[config.mk]
export PLATFORM = sky130hd
export DESIGN_NAME = uirq_ctrl
export DESIGN_NICKNAME = d
export VERILOG_FILES = /design/src/rtl/uirq_pkg.sv /design/src/rtl/uirq_err_merge.sv /design/src/rtl/uirq_timeout.sv /design/src/rtl/uirq_thre_pend.sv /design/src/rtl/uirq_prio.sv /design/src/rtl/uirq_ctrl.sv
export SDC_FILE = /design/constraint.sdc
export NUM_CORES = 1
export LEC_CHECK = 0
export ABC_CLOCK_PERIOD_IN_PS = 6690
export BUFFER_PORTS_ARGS = -buffer_cell sky130_fd_sc_hd__buf_2
export CORE_ASPECT_RATIO = 1.5
export CORE_MARGIN = 4
export CORE_UTILIZATION = 49
export DETAILED_ROUTE_END_ITERATION = 10
export PLACE_DENSITY = 0.83
export SLEW_MARGIN = 10
export SYNTH_ARGS = -nofsm -noshare
export SYNTH_HDL_FRONTEND = slang
export SYNTH_SLANG_ARGS = --single-unit
[constraint.sdc]
create_clock -name clk -period 6.69 [get_ports clk]
set_clock_uncertainty 0.15 [all_clocks]
set_input_delay 1.0035 -clock clk [delete_from_list [all_inputs] [get_ports clk]]
set_output_delay 1.0035 -clock clk [all_outputs]
set_load 0.01 [all_outputs]
[src/rtl/uirq_pkg.sv]
package uirq_pkg;
  typedef enum logic [3:0] {
    IID_MODEM   = 4'b0000,
    IID_NONE    = 4'b0001,
    IID_TXEMPTY = 4'b0010,
    IID_RXDATA  = 4'b0100,
    IID_LINE    = 4'b0110,
    IID_TIMEOUT = 4'b1100
  } iid_e;

  localparam int EN_RXD  = 0;
  localparam int EN_TXE  = 1;
  localparam int EN_LINE = 2;
  localparam int EN_MDM  = 3;

  localparam int ERR_OVR = 0;
  localparam int ERR_W   = 4;
  localparam int MDM_W   = 4;
endpackage

[src/rtl/uirq_err_merge.sv]
module uirq_err_merge
  import uirq_pkg::*;
#(
  parameter int CNT_W = 5
) (
  input  logic             clk,
  input  logic             rst,
  input  logic [CNT_W-1:0] rx_count,
  input  logic [ERR_W-1:0] head_err,
  input  logic             ovr_evt,
  input  logic             lsr_rd,
  output logic [ERR_W-1:0] err_flags,
  output logic             head_clr
);
  logic [ERR_W-1:0] err_q;
  logic [ERR_W-1:0] err_base;
  logic [ERR_W-1:0] err_add;

  // The head entry carries error bits only while the FIFO holds something.
  assign head_clr = (rx_count != '0) && (head_err != '0);

  always_comb begin
    err_base = lsr_rd ? '0 : err_q;
    err_add  = head_clr ? head_err : '0;
    if (ovr_evt) err_add[ERR_OVR] = 1'b1;
  end

  always_ff @(posedge clk) begin
    if (rst) err_q <= '0;
    else     err_q <= err_base | err_add;
  end

  assign err_flags = err_q;
endmodule

[src/rtl/uirq_timeout.sv]
module uirq_timeout #(
  parameter int CLK_W   = 16,
  parameter int TO_MULT = 4
) (
  input  logic             clk,
  input  logic             rst,
  input  logic [CLK_W-1:0] char_clks,
  input  logic             data_ready,
  input  logic             rx_push,
  input  logic             rx_pop,
  output logic             expired,
  output logic [CLK_W+$clog2(TO_MULT):0] cnt
);
  localparam int TW = CLK_W + $clog2(TO_MULT) + 1;

  logic [TW-1:0] cnt_q;
  logic [TW-1:0] limit;
  logic          reached;

  assign limit   = TW'(char_clks) * TW'(TO_MULT);
  assign reached = (cnt_q >= limit);

  // The counter saturates at the limit, so it cannot wrap back below it.
  always_ff @(posedge clk) begin
    if (rst)                     cnt_q <= '0;
    else if (rx_push || rx_pop)  cnt_q <= '0;
    else if (data_ready && !reached) cnt_q <= cnt_q + 1'b1;
  end

  assign expired = data_ready && reached;
  assign cnt     = cnt_q;
endmodule

[src/rtl/uirq_thre_pend.sv]
module uirq_thre_pend (
  input  logic clk,
  input  logic rst,
  input  logic tx_load,
  input  logic thr_wr,
  input  logic ier_wr,
  input  logic iir_rd,
  output logic pend
);
  logic pend_q;

  // A new shifter load outranks any clear strobe in the same cycle.
  always_ff @(posedge clk) begin
    if (rst)                            pend_q <= 1'b0;
    else if (tx_load)                   pend_q <= 1'b1;
    else if (thr_wr || ier_wr || iir_rd) pend_q <= 1'b0;
  end

  assign pend = pend_q;
endmodule

[src/rtl/uirq_prio.sv]
module uirq_prio
  import uirq_pkg::*;
#(
  parameter int CNT_W = 5,
  parameter int TRIG0 = 1,
  parameter int TRIG1 = 4,
  parameter int TRIG2 = 8,
  parameter int TRIG3 = 14
) (
  input  logic             clk,
  input  logic             rst,
  input  logic [3:0]       ier,
  input  logic [ERR_W-1:0] err_flags,
  input  logic [CNT_W-1:0] rx_count,
  input  logic [1:0]       trig_sel,
  input  logic             to_expired,
  input  logic             thr_empty,
  input  logic             pend,
  input  logic [MDM_W-1:0] msr_delta,
  output logic [3:0]       iir_code,
  output logic             irq
);
  localparam int NLVL = 4;
  localparam int LVL [NLVL] = '{TRIG0, TRIG1, TRIG2, TRIG3};

  logic [NLVL-1:0] lvl_hit;
  logic            src_line, src_rxd, src_to, src_txe, src_mdm;
  iid_e            code_d;
  logic [3:0]      iir_q;
  logic            irq_q;

  // One comparator per trigger level, then the select picks among them.
  for (genvar g = 0; g < NLVL; g++) begin : g_lvl
    assign lvl_hit[g] = (rx_count >= CNT_W'(LVL[g]));
  end

  assign src_line = ier[EN_LINE] && (err_flags != '0);
  assign src_rxd  = ier[EN_RXD] && (rx_count != '0) && lvl_hit[trig_sel];
  assign src_to   = ier[EN_RXD] && to_expired;
  assign src_txe  = ier[EN_TXE] && thr_empty && pend;
  assign src_mdm  = ier[EN_MDM] && (msr_delta != '0);

  always_comb begin
    if (src_line)     code_d = IID_LINE;
    else if (src_rxd) code_d = IID_RXDATA;
    else if (src_to)  code_d = IID_TIMEOUT;
    else if (src_txe) code_d = IID_TXEMPTY;
    else if (src_mdm) code_d = IID_MODEM;
    else              code_d = IID_NONE;
  end

  always_ff @(posedge clk) begin
    if (rst) begin
      iir_q <= IID_NONE;
      irq_q <= 1'b0;
    end else begin
      iir_q <= code_d;
      irq_q <= (code_d != IID_NONE);
    end
  end

  assign iir_code = iir_q;
  assign irq      = irq_q;
endmodule

[src/rtl/uirq_ctrl.sv]
module uirq_ctrl
  import uirq_pkg::*;
#(
  parameter int FIFO_DEPTH = 16,
  parameter int CLK_W      = 16,
  parameter int TO_MULT    = 4,
  parameter int TRIG0      = 1,
  parameter int TRIG1      = 4,
  parameter int TRIG2      = 8,
  parameter int TRIG3      = 14,
  localparam int CNT_W     = $clog2(FIFO_DEPTH + 1)
) (
  input  logic             clk,
  input  logic             rst,
  input  logic [3:0]       ier,
  input  logic [1:0]       trig_sel,
  input  logic [CLK_W-1:0] char_clks,
  input  logic [CNT_W-1:0] rx_count,
  input  logic             rx_push,
  input  logic             rx_pop,
  input  logic             tx_load,
  input  logic             thr_wr,
  input  logic             ier_wr,
  input  logic             iir_rd,
  input  logic             lsr_rd,
  input  logic             ovr_evt,
  input  logic             thr_empty,
  input  logic [3:0]       msr_delta,
  input  logic [3:0]       head_err,
  output logic             head_err_clr,
  output logic [3:0]       err_flags,
  output logic [3:0]       iir_code,
  output logic             irq
);
  localparam int TW = CLK_W + $clog2(TO_MULT) + 1;

  logic          data_ready;
  logic          to_expired;
  logic [TW-1:0] to_cnt;
  logic          thre_pend;

  assign data_ready = (rx_count != '0);

  uirq_err_merge #(.CNT_W(CNT_W)) u_err (
    .clk       (clk),
    .rst       (rst),
    .rx_count  (rx_count),
    .head_err  (head_err),
    .ovr_evt   (ovr_evt),
    .lsr_rd    (lsr_rd),
    .err_flags (err_flags),
    .head_clr  (head_err_clr)
  );

  uirq_timeout #(.CLK_W(CLK_W), .TO_MULT(TO_MULT)) u_to (
    .clk        (clk),
    .rst        (rst),
    .char_clks  (char_clks),
    .data_ready (data_ready),
    .rx_push    (rx_push),
    .rx_pop     (rx_pop),
    .expired    (to_expired),
    .cnt        (to_cnt)
  );

  uirq_thre_pend u_pend (
    .clk     (clk),
    .rst     (rst),
    .tx_load (tx_load),
    .thr_wr  (thr_wr),
    .ier_wr  (ier_wr),
    .iir_rd  (iir_rd),
    .pend    (thre_pend)
  );

  uirq_prio #(
    .CNT_W(CNT_W), .TRIG0(TRIG0), .TRIG1(TRIG1), .TRIG2(TRIG2), .TRIG3(TRIG3)
  ) u_prio (
    .clk        (clk),
    .rst        (rst),
    .ier        (ier),
    .err_flags  (err_flags),
    .rx_count   (rx_count),
    .trig_sel   (trig_sel),
    .to_expired (to_expired),
    .thr_empty  (thr_empty),
    .pend       (thre_pend),
    .msr_delta  (msr_delta),
    .iir_code   (iir_code),
    .irq        (irq)
  );
endmodule

**Word-level counts from Yosys, hierarchy flattened**

Index checks and enable logic that the tools add are counted.
Widths: inputs -> output; s select.

- Bits in registers: 29
- Bits of input ports: 46
- Output and inout bits: 10

- $add $sub $neg: 1
- Order comparisons: 6
- Eq/ne operators: 1
- Mux-type cells: 12
- Bitwise logic cells: 1
- Reductions and logical operators: 20

Operators with widths:

| kind | count |
|---|---|
| $mux 4 | 6 |
| $add 19x1->19 const B | 1 |
| $ge 19x18->1 | 1 |
| $reduce_bool 4->1 | 3 |
| $ge 5x4->1 const B | 2 |
| $logic_and 1x1->1 | 10 |
| $ge 5x1->1 const B | 1 |
| $ge 5x3->1 const B | 1 |
| $mux 1 | 5 |
| $reduce_bool 5->1 | 1 |
| $ne 4x1->1 const B | 1 |
| $or 4x4->4 | 1 |
| $logic_or 1x1->1 | 3 |
| $lt 2x3->1 const B | 1 |
| $bmux 1 s2 | 1 |
| $reduce_bool 2->1 | 1 |
| $reduce_or 2->1 | 1 |
| $logic_not 1->1 | 1 |

**Logic depth before layout (Yosys ltp)**

Gate-level depths: netlist of the first run.

- Word-level depth: 8
- Depth in mapped cells: 10
- Mapped depth without buffers: 8

**Hierarchy**

Synthesis of the first run repeated with hierarchy kept, for this count alone.

- Cells, all modules: 228
- Area total of the unflattened synthesis: 1,893.1 um^2

Modules (own cells, without submodules):

| module | instances | cells each | area each (um^2) | seq. area each (um^2) |
|---|---|---|---|---|
| uirq_timeout | 1 | 173 | 1,393.8 | 380.4 |
| uirq_prio | 1 | 27 | 282.8 | 100.1 |
| uirq_err_merge | 1 | 21 | 165.2 | 80.1 |
| uirq_thre_pend | 1 | 4 | 38.8 | 20.0 |
| uirq_ctrl | 1 | 3 | 12.5 | 0.0 |

**Least setup slack after synthesis of the first run**

Ideal clock, no wire load.

- Kind: input to output
- From: in rx_count[4]
- To: out head_err_clr
- Arrival time: 1,774 ps
- Required time: 5,536 ps
- Setup slack: 3,763 ps
- Stages on the path: 4
- Path buffers: 1
- Cell sequence: nor3_1 > and2_1 > clkbuf_1 > nor2_1

- Cells in the longest elaborated chain, start to end: 2

Ends and longest elaborated chain:

| what | line | RTL |
|---|---|---|
| from (decl) | uirq_ctrl.sv:18 | `input logic [CNT_W-1:0] rx_count,` |
| $reduce_bool 5->1 | uirq_err_merge.sv:20 | `assign head_clr = (rx_count != '0) && (head_err != '0);` |
| $logic_and 1x1->1 | uirq_err_merge.sv:20 |  |
| to (decl) | uirq_ctrl.sv:30 | `output logic head_err_clr,` |

Every way passes these cells.

**Worst setup path in the final report of the first run**

Ends and elaborated chain as after synthesis.

==> reports/results.txt, run 1 <==
Outcome -> completed
R2r endpoint -> u_to.cnt[15]
Reg2reg setup slack -> 4.19 ns
Drt first pass iters -> 4
Relative slew slack -> 58.35%
Seq/Total Area, Yosys -> 32.11%
Final hold violation count -> 0
Postcts setup bufs -> 0
Achievable Freq -> 0.3190 GHz
Switching pwr -> 0.00008984 W
Period utilisation layout -> 46.86%
Final Max Tran Viols -> 0
CTS tree -> yes
Worst IR Drop VDD -> 0.0001581 V
Initial core utilization -> 51.94%
Final RePlAce weighted congestion -> 0.8096
CP Launch Type -> input pin
Row count -> 26
Reg2Reg Depth -> 8
Post-route ant nets -> 0
DRT Wirelength -> 4326 um
Slowest cell on crit path -> and2_1
Post-detailed-placement half-perimeter wirelength -> 3332 um
Final setup fails -> 0
Remaining DRCs -> 0
Hold endpoint -> u_to.cnt[13]
Largest net degree at the start of global routing -> 39
Routed len/inst -> 13.39 um
Yosys warnings -> 0
Final net count -> 344
Cell mode on critical path -> buf_2
Syn nets -> 292
Hold Crit Depth -> 2
CP Data Arrival Time -> 1.98 ns
Combinational share of power -> 11.2%
Initial antenna violation count -> 0
Most area-hungry cell type in the Yosys netlist -> dfxtp_1
Hold_sp -> u_to.cnt[13]
Net Sw Frac -> 25.05%
DRT iter0 DRCs -> 41
Area growth syn-to-layout -> 20.69%
CTS resizes -> 0
Post-Syn Area per Cell -> 7.930 um^2
Post-layout min period -> 3.135 ns
Hold/Removal Path Class -> register to register
Top cell type's share of synthesized area -> 32.11%
Full die area -> 0.004746 mm^2
CP required -> 5.54 ns
Worst-margin pin slew -> 0.6200 ns
Max cap viols -> 0
Hold slack -> 0.3498 ns
Io pins -> 56
Root Buffer -> clkbuf_8
Vias post-DR -> 1,893
Diode count -> 0
Synthesized cell area -> 0.001808 mm^2
Horiz. Die Dim -> 57.60 um
Sequential share of power -> 50.0%
Reg-to-Reg Start -> u_to.cnt[5]
Clock share of power -> 38.8%
Fin Setup TNS -> 0 ns
Synth unique cells -> 40
CP peak stage delay -> 0.43 ns
PortBufs -> 55
GRT Residual Overflow -> 0
H-tree depth -> 2
Int Power -> 0.0002688 W
Power per cell area -> 164.4 mW/mm^2
Detailed-route vias per instance -> 5.861
CTS buffer count -> 5
RSZ-0062 raised after global routing -> false
Clk sinks -> 29
Pwr Total -> 0.0003587 W
Clk pin slew, worst setup/hold paths -> 0.07 ns
Chip height -> 82.40 um
Layout cell share with drive strength beyond 1 -> 23.49%
Top cells by area, synth -> dfxtp_1, ha_1, a21oi_1
Setup Crit Path Kind -> input pin to output port
Pleak -> 1.001 nW
#FFs+latches synth -> 29
Crit path max fanout -> 14
GRT Total Usage -> 19.95%
Worst-skew pair later-pin latency -> 0.29 ns
Core area -> 0.003481 mm^2
Crit. End Element -> output port
Hold_buf cts -> 0
Clock tree buffer depth -> 2
Cells after Synth -> 228
First-pass GRT wire length -> 7479 um
Crit path cell chain -> buf_2 -> nor3_1 -> and2_1 -> nor2_1 -> buf_2
Vias in the first global route -> 1,848
[power groups by stage]
stage	logic [W]	clock network, W	registers, W
6_report	0.0000401	0.000139	0.000179
2_1_floorplan	0.0000174	0	0.000185
3_5_place_dp	0.0000404	0	0.000183
3_3_place_gp	0.0000392	0	0.000183
4_1_cts	0.0000406	0.000143	0.000179
5_1_grt	0.0000459	0.000149	0.000180
[worst max-delay path, delay by kind of cell]
| family | cells | cell delay (ns) |
|---|---|---|
| buffers and inverters | 2 | 0.25 |
| and+or+nand+nor | 3 | 0.73 |
[synth_stat cells]
master and number:
a21oi_1 22, a21boi_0 1, nand4b_1 1, nand3_1 9, o21bai_1 2, a21o_1 2, o31ai_1 12, o21ai_0 6
inv_1 21, nor4b_1 1, a221oi_1 1, o41ai_1 2, and4_1 2, clkbuf_1 8, a22oi_1 3, or3_1 5
and3_1 3, nor4_1 1, and2_1 2, clkbuf_2 1, and2_4 1, nor2b_1 1, o2bb2ai_1 1, nor3_1 5
o21a_1 1, o211ai_1 3, o311ai_1 1, ha_1 18, a21boi_1 1, a211oi_1 1, and3_2 1, nor2_1 14
nand4_1 12, a21oi_2 1, nand2_1 17, or4_1 13, buf_2 1, nand2b_1 1, buf_1 1, dfxtp_1 29
[layout by cell type, fill, tap and decap left out, drive strengths merged, types with 2 or more instances in the layout]
master and n:
a21o 2, or4 13, o211ai 3, clkbuf 6
and2 3, and4 2, nor2 14, a21oi 23
nand3 9, buf 56, o41ai 2, o21bai 2
nor3 5, dfxtp 29, nand4 12, or3 5
ha 18, nand2 17, o21ai 6, and3 4
a22oi 3, a21boi 2, o31ai 12, clkinv 2
inv 21
[layer usage]
layer,GRT usage [%],wire length (um),vias to the layer above
met3,4.199,276,14
met2,37.10,2175,66
met4,10.67,140,0
met1,20.55,1734,859
li1,-,-,954
met5,0,0,-
[stage by stage]
| stage | cells | instance area (um^2) | util, % | worst slack [ns] |
|---|---|---|---|---|
| 2_1_floorplan | 228 | 1808 | - | 3.763 |
| 3_3_place_gp | 315 | 2100 | 60.32 | 3.456 |
| 3_5_place_dp | 315 | 2100 | 60.32 | 3.429 |
| 4_1_cts | 323 | 2182 | 62.69 | 3.543 |
| 5_1_grt | 323 | 2182 | 62.69 | 3.387 |
| 6_report | 323 | 2182 | 62.69 | 3.555 |
[sequential cells by signal, summed over array words and instances (netlist names)]
name / count
u_to.cnt: 19
u_err.err_flags: 4
u_prio.iir_code: 4
u_pend.pend: 1
u_prio.irq: 1
[area by class of cell]
type / count / area [um^2]
fillers: 320 / 1299
multi-input cells: 167 / 1105
flip-flops and latches: 29 / 580.6
repair buffers: 56 / 282.8
inverters: 21 / 78.83
clock buffers: 6 / 72.57
well taps: 42 / 52.55
clock inverters: 2 / 10.01
[worst max-delay path by stage]
stage                 startpoint           end  slack, ns  depth (start not counted)
floorplan            rx_count[4]  head_err_clr       3.76                          4
detailed placement  char_clks[3]  u_to.cnt[15]       3.43                         10
global route         rx_count[4]  head_err_clr       3.39                          5
global placement    char_clks[3]  u_to.cnt[13]       3.46                         10
CTS                  rx_count[4]  head_err_clr       3.54                          5
finish               rx_count[4]  head_err_clr       3.55                          5
[kinds of logic after synthesis]
group / synth area share (%)
compound gates: 21.45
fa+ha+maj: 12.46
buf+inv: 6.782
flops: 32.11
simple gates: 27.20
Note: power is estimated with default switching activity, not from simulation.
==> inputs of run 2 (changes only) <==
ABC_CLOCK_PERIOD_IN_PS = 2860   (was 6690)
CORE_UTILIZATION = 46   (was 49)
PLACE_DENSITY = 0.82   (was 0.83)
clock period = 2.86 ns   (was 6.69 ns; I/O delays follow)
==> reports/results.txt, run 2 (synthesis gave the netlist of run 1 again) <==
Most frequent cells in the layout -> buf_2, dfxtp_1, a21oi_1
Clk sinks -> 29 (unchanged)
Layout cell share with drive strength beyond 1 -> 24.65% (+1.2 points)
Achievable Freq -> 0.3930 GHz
CP top delay family -> simple AND/OR/NAND/NOR gates
Diode count -> 0 (unchanged)
Hold/Removal Path Class -> input pin to register
CP required -> 2.91 ns (-2.63 ns)
Largest net degree at the start of global routing -> 39 (unchanged)
DRT Wirelength -> 4377 um (+1.2%)
PortBufs -> 55 (unchanged)
Crit path cell chain -> ha_1 -> a21oi_2 -> a21boi_1 -> o311ai_1 -> nand4_1 -> buf_12 -> or4_1 -> a21oi_1
Clk pin slew, worst setup/hold paths -> 0.07 ns (about the same)
Final Max Tran Viols -> 0 (unchanged)
Full die area -> 0.005018 mm^2 (+5.7%)
Area growth syn-to-layout -> 22.91%
CTS resizes -> 0 (unchanged)
RSZ-0062 raised after global routing -> false
Hold slack -> 0.2170 ns (-0.1327 ns)
Crit path max fanout -> 38 (+24)
Worst-margin pin slew -> 0.5742 ns (-0.04580 ns)
Most common cell after layout, fill and taps aside -> buf_2
Detailed-route vias per instance -> 5.728 (-2.3%)
CTS tree -> yes
Pleak -> 1.017 nW (+1.5%)
Worst IR Drop VDD -> 0.0002996 V (+89%)
Max reg flops -> 19 (unchanged)
Chip height -> 84.78 um (+2.9%)
Final setup fails -> 0 (unchanged)
CTS buffer count -> 5 (unchanged)
Post-detailed-placement half-perimeter wirelength -> 3437 um (+3.2%)
Initial antenna violation count -> 0 (unchanged)
Outcome -> completed
Postcts setup bufs -> 0 (unchanged)
Post-route ant nets -> 0 (unchanged)
Fill cells -> 349 (+9.1%)
GRT Residual Overflow -> 0 (unchanged)
Routed len/inst -> 13.39 um (about the same)
Vias in the first global route -> 1,831 (-0.92%)
DRT iter0 DRCs -> 30 (-27%)
Drt first pass iters -> 5 (+1)
Power per cell area -> 379.3 mW/mm^2 (+130%)
GRT Total Usage -> 19.04% (-0.91 points)
First-pass GRT wire length -> 7596 um (+1.6%)
Max cap viols -> 0 (unchanged)
Remaining DRCs -> 0 (unchanged)
Final RePlAce weighted congestion -> 0.7544 (-6.8%)
Core area -> 0.003716 mm^2 (+6.8%)
Fin Setup TNS -> 0 ns (unchanged)
Root Buffer -> clkbuf_8
CP bufs+invs -> 1 (-1)
Post-layout min period -> 2.544 ns
Row count -> 27 (+3.8%)
CP Launch Type -> register
Horiz. Die Dim -> 59.19 um (+2.8%)
Initial core utilization -> 48.65% (-3.3 points)
Clock tree buffer depth -> 2 (unchanged)
Reg2reg setup slack -> 0.32 ns (-3.87 ns)
Crit. End Element -> register
CP peak stage delay -> 0.51 ns (+0.08 ns)
Period utilisation layout -> 88.97%
CP Data Arrival Time -> 2.60 ns (+0.62 ns)
Vias post-DR -> 1,873 (-1.1%)
H-tree depth -> 2 (unchanged)
Final hold violation count -> 0 (unchanged)
Io pins -> 56 (unchanged)
Final net count -> 347 (+0.87%)
Relative slew slack -> 61.42% (+3.1 points)
Slowest cell on crit path -> or4_1
Hold_buf cts -> 0 (unchanged)
Worst-skew pair later-pin latency -> 0.28 ns (about the same)
Setup Crit Path Kind -> register to register
[run 2: metrics by stage]
step / instances / area (um^2) / setup WS (ns) / utilization [%] / power [W]
6_report: 327 / 2222 / 0.3155 / 59.80 / 0.0008427
4_1_cts: 327 / 2222 / 0.2656 / 59.80 / 0.0008545
5_1_grt: 327 / 2222 / 0.1104 / 59.80 / 0.0008853
2_1_floorplan: 228 / 1808 / 0.5414 / - / 0.0004725
3_5_place_dp: 319 / 2136 / 0.09397 / 57.47 / 0.0005237
3_3_place_gp: 319 / 2136 / 0.1388 / 57.47 / 0.0005207
[run 2: worst min-delay path: cells and delay by family]
kind                   cells  cell delay, ns
buffers and inverters      1            0.08
AND/OR/NAND/NOR            2            0.11
[run 2: area by class of cell]
type                    instances  area [um^2]  area share [%]
multi-input cells             167         1105           49.72
flip-flops and latches         29        580.6           26.13
repair buffers                 59        317.8           14.30
inverters                      21        78.83           3.547
clock buffers                   5        68.82           3.097
well taps                      43        53.80           2.421
clock inverters                 3        17.52          0.7883
[run 2: final timing paths]
kind,cells past startpoint,endpoint,startpoint
max,8,u_to.cnt[17],u_to.cnt[5]
min,3,u_pend.pend,tx_load
max reg2reg,8,u_to.cnt[17],u_to.cnt[5]
min reg2reg,1,u_to.cnt[18],u_to.cnt[18]
[run 2: layer usage]
metal | track usage (%) | up-vias | share of wire, %
li1 | - | 958 | -
met4 | 6.804 | 0 | 1.6
met2 | 33.53 | 60 | 51
met1 | 21.06 | 848 | 41
met5 | 0 | - | 0
met3 | 5.077 | 7 | 6.4
[run 2: power breakdown]
| part | leakage, nW | switching (W) | internal (W) | total [W] |
|---|---|---|---|---|
| Sequential | 0.237 | 0.00000579 | 0.000414 | 0.000420 |
| Clock | 0.0439 | 0.000161 | 0.000167 | 0.000329 |
| Combinational | 0.736 | 0.0000471 | 0.0000471 | 0.0000941 |
